## src/rtl/ssm_pkg.sv

```systemverilog
package ssm_pkg;

  // Sweep direction of the delay code.
  typedef enum logic {
    DIR_UP = 1'b0,
    DIR_DN = 1'b1
  } dir_e;

  // Code after one step in the given direction.
  function automatic int step_code(int cur, dir_e dir);
    return (dir == DIR_UP) ? cur + 1 : cur - 1;
  endfunction

  // True when the stepped code sits on the bound it was heading for.
  function automatic bit hits_bound(int nxt, int lim, dir_e dir);
    return (dir == DIR_UP) ? (nxt >= lim) : (nxt <= -lim);
  endfunction

  // Direction after a turn.
  function automatic dir_e flip_dir(dir_e dir);
    return (dir == DIR_UP) ? DIR_DN : DIR_UP;
  endfunction

endpackage

```

## src/rtl/ssm_cfg_hold.sv

```systemverilog
// Captures bound and interval while the block is disabled; freezes them
// while enabled so a running sweep keeps consistent bounds.
module ssm_cfg_hold #(
  parameter int LIM_W = 5,
  parameter int IVL_W = 8
) (
  input  logic             clk_i,
  input  logic             rst_n_i,
  input  logic             enable_i,
  input  logic [LIM_W-1:0] limit_i,
  input  logic [IVL_W-1:0] interval_i,
  output logic [LIM_W-1:0] lim_q_o,
  output logic [IVL_W-1:0] ivl_q_o
);

  logic load_w;
  assign load_w = ~enable_i;

  always_ff @(posedge clk_i or negedge rst_n_i) begin
    if (!rst_n_i) begin
      lim_q_o <= '0;
      ivl_q_o <= '0;
    end else if (load_w) begin
      lim_q_o <= limit_i;
      ivl_q_o <= interval_i;
    end
  end

endmodule

```

## src/rtl/ssm_ivl_timer.sv

```systemverilog
// Counts active cycles and fires one expiry every (interval+1) cycles.
module ssm_ivl_timer #(
  parameter int IVL_W = 8
) (
  input  logic             clk_i,
  input  logic             rst_n_i,
  input  logic             act_i,
  input  logic [IVL_W-1:0] ivl_i,
  output logic             expire_o,
  output logic [IVL_W-1:0] cnt_o
);

  logic [IVL_W-1:0] cnt_q;
  logic [IVL_W-1:0] cnt_d;
  logic             at_end_w;

  assign at_end_w = (cnt_q == ivl_i);
  assign expire_o = act_i & at_end_w;
  assign cnt_o    = cnt_q;

  always_comb begin
    if (!act_i) begin
      cnt_d = '0;
    end else if (at_end_w) begin
      cnt_d = '0;
    end else begin
      cnt_d = cnt_q + IVL_W'(1);
    end
  end

  always_ff @(posedge clk_i or negedge rst_n_i) begin
    if (!rst_n_i) begin
      cnt_q <= '0;
    end else begin
      cnt_q <= cnt_d;
    end
  end

endmodule

```

## src/rtl/ssm_sweep.sv

```systemverilog
// Triangle generator for the signed delay code.
module ssm_sweep
  import ssm_pkg::*;
#(
  parameter int LIM_W = 5,
  localparam int CW   = LIM_W + 1
) (
  input  logic                 clk_i,
  input  logic                 rst_n_i,
  input  logic                 act_i,
  input  logic                 step_i,
  input  logic [LIM_W-1:0]     lim_i,
  output logic signed [CW-1:0] code_o,
  output logic                 turn_o
);

  logic signed [CW-1:0] code_q;
  logic signed [CW-1:0] code_d;
  dir_e                 dir_q;
  dir_e                 dir_d;
  int                   cur_w;
  int                   nxt_w;
  int                   lim_w;

  assign cur_w  = int'(code_q);
  assign lim_w  = int'(lim_i);
  assign nxt_w  = step_code(cur_w, dir_q);
  assign code_o = code_q;

  always_comb begin
    code_d = code_q;
    dir_d  = dir_q;
    turn_o = 1'b0;
    if (!act_i) begin
      code_d = '0;
      dir_d  = DIR_UP;
    end else if (step_i) begin
      if (lim_w == 0) begin
        code_d = '0;
        dir_d  = DIR_UP;
      end else begin
        code_d = CW'(nxt_w);
        if (hits_bound(nxt_w, lim_w, dir_q)) begin
          dir_d  = flip_dir(dir_q);
          turn_o = 1'b1;
        end
      end
    end
  end

  always_ff @(posedge clk_i or negedge rst_n_i) begin
    if (!rst_n_i) begin
      code_q <= '0;
      dir_q  <= DIR_UP;
    end else begin
      code_q <= code_d;
      dir_q  <= dir_d;
    end
  end

endmodule

```

## src/rtl/ssm_ctrl.sv

```systemverilog
// Top of the spread-spectrum delay-code sweeper.
module ssm_ctrl #(
  parameter int LIM_W   = 5,
  parameter int IVL_W   = 8,
  parameter int SEL_W   = 2,
  parameter int PLL_SEL = 2
) (
  input  logic                  clk_i,
  input  logic                  rst_n_i,
  input  logic                  enable_i,
  input  logic [SEL_W-1:0]      clk_sel_i,
  input  logic [LIM_W-1:0]      limit_i,
  input  logic [IVL_W-1:0]      interval_i,
  output logic signed [LIM_W:0] code_o,
  output logic                  bypass_o
);

  localparam logic [SEL_W-1:0] SEL_PLL = SEL_W'(PLL_SEL);

  // Named internal events, also observed by the bound checker.
  logic             pll_pick_w;
  logic             act_w;
  logic             step_w;
  logic             turn_w;
  logic [LIM_W-1:0] lim_q;
  logic [IVL_W-1:0] ivl_q;
  logic [IVL_W-1:0] cnt_q;

  assign pll_pick_w = (clk_sel_i == SEL_PLL);
  assign act_w      = enable_i & pll_pick_w;

  ssm_cfg_hold #(
    .LIM_W (LIM_W),
    .IVL_W (IVL_W)
  ) cfg_i (
    .clk_i      (clk_i),
    .rst_n_i    (rst_n_i),
    .enable_i   (enable_i),
    .limit_i    (limit_i),
    .interval_i (interval_i),
    .lim_q_o    (lim_q),
    .ivl_q_o    (ivl_q)
  );

  ssm_ivl_timer #(
    .IVL_W (IVL_W)
  ) tmr_i (
    .clk_i    (clk_i),
    .rst_n_i  (rst_n_i),
    .act_i    (act_w),
    .ivl_i    (ivl_q),
    .expire_o (step_w),
    .cnt_o    (cnt_q)
  );

  ssm_sweep #(
    .LIM_W (LIM_W)
  ) swp_i (
    .clk_i   (clk_i),
    .rst_n_i (rst_n_i),
    .act_i   (act_w),
    .step_i  (step_w),
    .lim_i   (lim_q),
    .code_o  (code_o),
    .turn_o  (turn_w)
  );

  always_ff @(posedge clk_i or negedge rst_n_i) begin
    if (!rst_n_i) begin
      bypass_o <= 1'b1;
    end else begin
      bypass_o <= ~act_w;
    end
  end

endmodule

```

## config.mk

```make
export PLATFORM = sky130hd
export DESIGN_NAME = ssm_ctrl
export DESIGN_NICKNAME = d
export VERILOG_FILES = /design/src/rtl/ssm_pkg.sv /design/src/rtl/ssm_cfg_hold.sv /design/src/rtl/ssm_ivl_timer.sv /design/src/rtl/ssm_sweep.sv /design/src/rtl/ssm_ctrl.sv
export SDC_FILE = /design/constraint.sdc
export NUM_CORES = 1
export LEC_CHECK = 0
export ABC_AREA = 1
export CORE_MARGIN = 1.5
export CORE_UTILIZATION = 50
export DETAILED_ROUTE_END_ITERATION = 7
export PLACE_DENSITY = 0.76
export SLEW_MARGIN = 20
export SYNTH_ARGS = -nofsm -noshare
export SYNTH_HDL_FRONTEND = slang
export SYNTH_SLANG_ARGS = --single-unit
```

## constraint.sdc

```tcl
create_clock -name clk_i -period 3.6 [get_ports clk_i]
set_input_delay 0.72 -clock clk_i [delete_from_list [all_inputs] [get_ports clk_i]]
set_output_delay 0.72 -clock clk_i [all_outputs]
set_load 0.05 [all_outputs]
```

==> results.py <==
metrics = {
    "grt": {
        "grt_pass1_wl_mm": 6.57,
        "grt_max_degree": 30,
        "track_usage_pct": 19.9,
        "antenna_found_initial": 0,
        "grt_pass1_vias": 1477,
        "grt_overflow": 0,
    },
    "timing": {
        "fmax_ghz": 0.358,
        "hold_violations": 0,
        "period_needed_ns": 2.80,
        "fin_setup_tns_ns": 0,
        "tightest_slew_ns": 0.495,
        "rsz0062_at_grt": "no",
        "clock_skew_ns": 0.00538,
        "slew_violations": 0,
        "slew_headroom_pct": 66.9,
        "whs_ns": 0.522,
        "min_period_over_period_pct": 77.7,
        "setup_viol": 0,
    },
    "clock_tree": {
        "clk_pin_slew_ns": 0.06,
        "clk_latency_ns": 0.28,
        "cts_setup_buffers": 0,
        "htreeDepth": 2,
        "cts_tree": "built",
        "cts-root-buf": "clkbuf_8",
        "cts_resized": 0,
        "clock-sinks": 29,
        "postCtsHoldBufs": 0,
        "numCtsBuffers": 5,
        "cts_buffer_depth": 2,
    },
    "outcome": {
        "status": "complete, no violations",
    },
    "drt": {
        "met3_length_um": 113,
        "viasPerCell": 5.15,
        "drtIter0Drc": 89,
        "post-route-drc-count": 0,
        "wire_per_inst_um": 12.0,
        "ant_nets": 0,
        "top_layer_used": "met4",
        "wl_met1_mm": 1.84,
        "vias": 1529,
        "first_pass_iters": 4,
        "routed_wl_mm": 3.56,
        "routed-wl-met2_mm": 1.57,
    },
    "placement": {
        "postPlaceCellArea_sq_um": 2240,
        "gp_routability_congestion": 0.921,
        "placed_cells": 289,
        "dp_hpwl_mm": 2.79,
        "portBuffers": 24,
    },
    "worst_hold_path": {
        "hp-class": "flip-flop to flip-flop",
        "worstHoldStart": "tmr_i.cnt_o[0]",
        "hold_end": "tmr_i.cnt_o[0]",
        "hold-path-cell-count": 1,
    },
    "cells_and_area": {
        "nets": 288,
        "syn_to_final_growth_pct": 21.2,
        "layout-drive-gt1-share_pct": 14.9,
        "layout.cells.non_filler": 297,
        "final_util_pct": 63.8,
        "antenna_cells": 0,
        "final_area_sq_um": 2350,
    },
    "logic_synthesis": {
        "synth_area_sq_um": 1940,
        "synth.net_count": 258,
        "synth_common_cells": "36 x nand2_1, 28 x dfrtp_1, 21 x ha_1",
        "synth_top_area_share_pct": 36.1,
        "synth_seq_area_share_pct": 37.4,
        "yosys_warnings": 0,
        "synth_edf_count": 0,
        "ys_types": 34,
        "synth_area_per_cell_sq_um": 8.91,
        "netlist_instances": 218,
        "synthTopCellsByArea": "dfrtp_1 36%, ha_1 14%, nand2_1 7.0%, xor2_1 6.3%, mux2_2 4.6%",
        "async_flop_share_pct": 100,
        "synth_seq_cells": 29,
        "synth_top_cell_by_area": "dfrtp_1",
        "ys.flop_type": "dfrtp_1",
        "synthMostInstantiatedCell": "nand2_1",
    },
    "setup_path": {
        "path_max_fanout": 10,
        "criticalPathCategory": "flip-flop to flip-flop",
        "arrival_ns": 2.97,
        "r2r_start": "swp_i.dir_q",
        "cp-startpoint": "swp_i.dir_q",
        "cp-end-kind": "flip-flop",
        "cp-start-kind": "flip-flop",
        "required_ns": 3.77,
        "rrSetupSlack_ns": 0.80,
        "rr_endpoint": "swp_i.dir_q",
        "worstRegToRegCells": 15,
    },
    "pwr": {
        "power_frac_seq_pct": 44.3,
        "swShare_pct": 23.1,
        "p_comb_share_pct": 11.9,
        "p_per_area_nw_per_um2": 340,
        "ir_drop_mv": 0.231,
        "p_sw_mw": 0.184,
        "leakage_nw": 1.19,
        "pwr-share-clk_pct": 43.8,
        "intPower_mw": 0.615,
    },
    "floorplanning": {
        "coreArea_sq_um": 3690,
        "num_io_pins": 25,
        "row_count": 22,
        "fp.dieH_um": 65.3,
        "die_w_um": 65.3,
        "dieArea_sq_um": 4270,
        "start_util_pct": 52.6,
    },
    "job": {
        "cap_violations": 0,
    },
}
-- metrics by stage --
step / setup slack, ns / total power, mW
6_report: 0.804 / 0.799
4_1_cts: 0.776 / 0.809
5_1_grt: 0.561 / 0.838
2_1_floorplan: 0.850 / 0.416
3_3_place_gp: 0.823 / 0.454
3_5_place_dp: 0.784 / 0.456
-- worst max-delay path by stage --
stage                     slack [ns]           to  cells past startpoint
final                           0.80  swp_i.dir_q                     15
after global routing            0.56  swp_i.dir_q                     15
after CTS                       0.78  swp_i.dir_q                     15
after detailed placement        0.78  swp_i.dir_q                     15
after global placement          0.82  swp_i.dir_q                     15
after floorplan                 0.85  swp_i.dir_q                     15
-- cell type report --
class | count | area [sq um]
clock buffers | 7 | 86.3
clock inverters | 1 | 30.0
fillers | 323 | 1340
inverters | 28 | 108
multi-input cells | 158 | 1090
flip-flops and latches | 29 | 727
well taps | 48 | 60.1
repair buffers | 26 | 255
-- power groups by stage --
stage	Combinational (mW)	Clock, mW	Sequential (mW)
final	0.0951	0.350	0.354
after global routing	0.109	0.373	0.356
after detailed placement	0.0958	0	0.360
after CTS	0.0966	0.358	0.355
after floorplan	0.0570	0	0.359
after global placement	0.0942	0	0.360
-- routing by layer --
layer | GRT usage, % | vias to the layer above
li1 | - | 794
met2 | 29.7 | 29
met3 | 4.11 | 5
met4 | 7.03 | 0
met1 | 28.5 | 701
met5 | 0 | -
-- flip-flops by register name, indices dropped and copies added, names as in the netlist --
signal         count
bypass_o           1
swp_i.dir_q        1
tmr_i.cnt_o        8
cfg_i.ivl_q_o      8
cfg_i.lim_q_o      5
swp_i.code_o       6
-- cell families after synthesis --
group / count (synthesis) / synth area share (%)
AO/OA/AOI/OAI: 31 / 9.54
XOR/XNOR: 14 / 6.31
adder cells (fa/ha/maj): 22 / 14.6
buffers and inverters: 31 / 6.57
flip-flops: 29 / 37.4
multiplexers: 8 / 4.64
AND/OR/NAND/NOR: 83 / 20.9
-- critical path, stage by stage, from the launching register on --
cell and delay (ns):
dfrtp_1 0.50, ha_1 0.40, a21oi_1 0.08, o21bai_1 0.19
nand2_1 0.10, a22o_1 0.25, ha_1 0.33, a21o_1 0.18
a211oi_1 0.19, nand3_1 0.11, nand3_1 0.09, nand2_1 0.06
nand2_1 0.07, nand2_1 0.04, nand2_1 0.05, nand2_1 0.05
-- layout by cell type, fill, tap and decap left out, types with 2 or more instances in the layout --
| cell | Yosys | routed |
|---|---|---|
| a21oi_1 | 15 | 15 |
| a22o_1 | 2 | 2 |
| a32o_1 | 2 | 2 |
| and3_1 | 2 | 2 |
| buf_4 | 0 | 2 |
| clkbuf_8 | 0 | 6 |
| clkdlybuf4s50_1 | 0 | 24 |
| clkinv_2 | 2 | 2 |
| dfrtp_1 | 28 | 28 |
| ha_1 | 21 | 21 |
| inv_1 | 19 | 19 |
| inv_2 | 7 | 7 |
| mux2_2 | 8 | 8 |
| nand2_1 | 36 | 36 |
| nand2_2 | 4 | 4 |
| nand3_1 | 10 | 10 |
| nand3_2 | 2 | 2 |
| nor2_1 | 15 | 15 |
| nor3_1 | 5 | 5 |
| nor4_1 | 4 | 4 |
| o21a_1 | 2 | 2 |
| o21ai_1 | 6 | 6 |
| xor2_1 | 14 | 14 |
(Power assumes the default switching activity.)
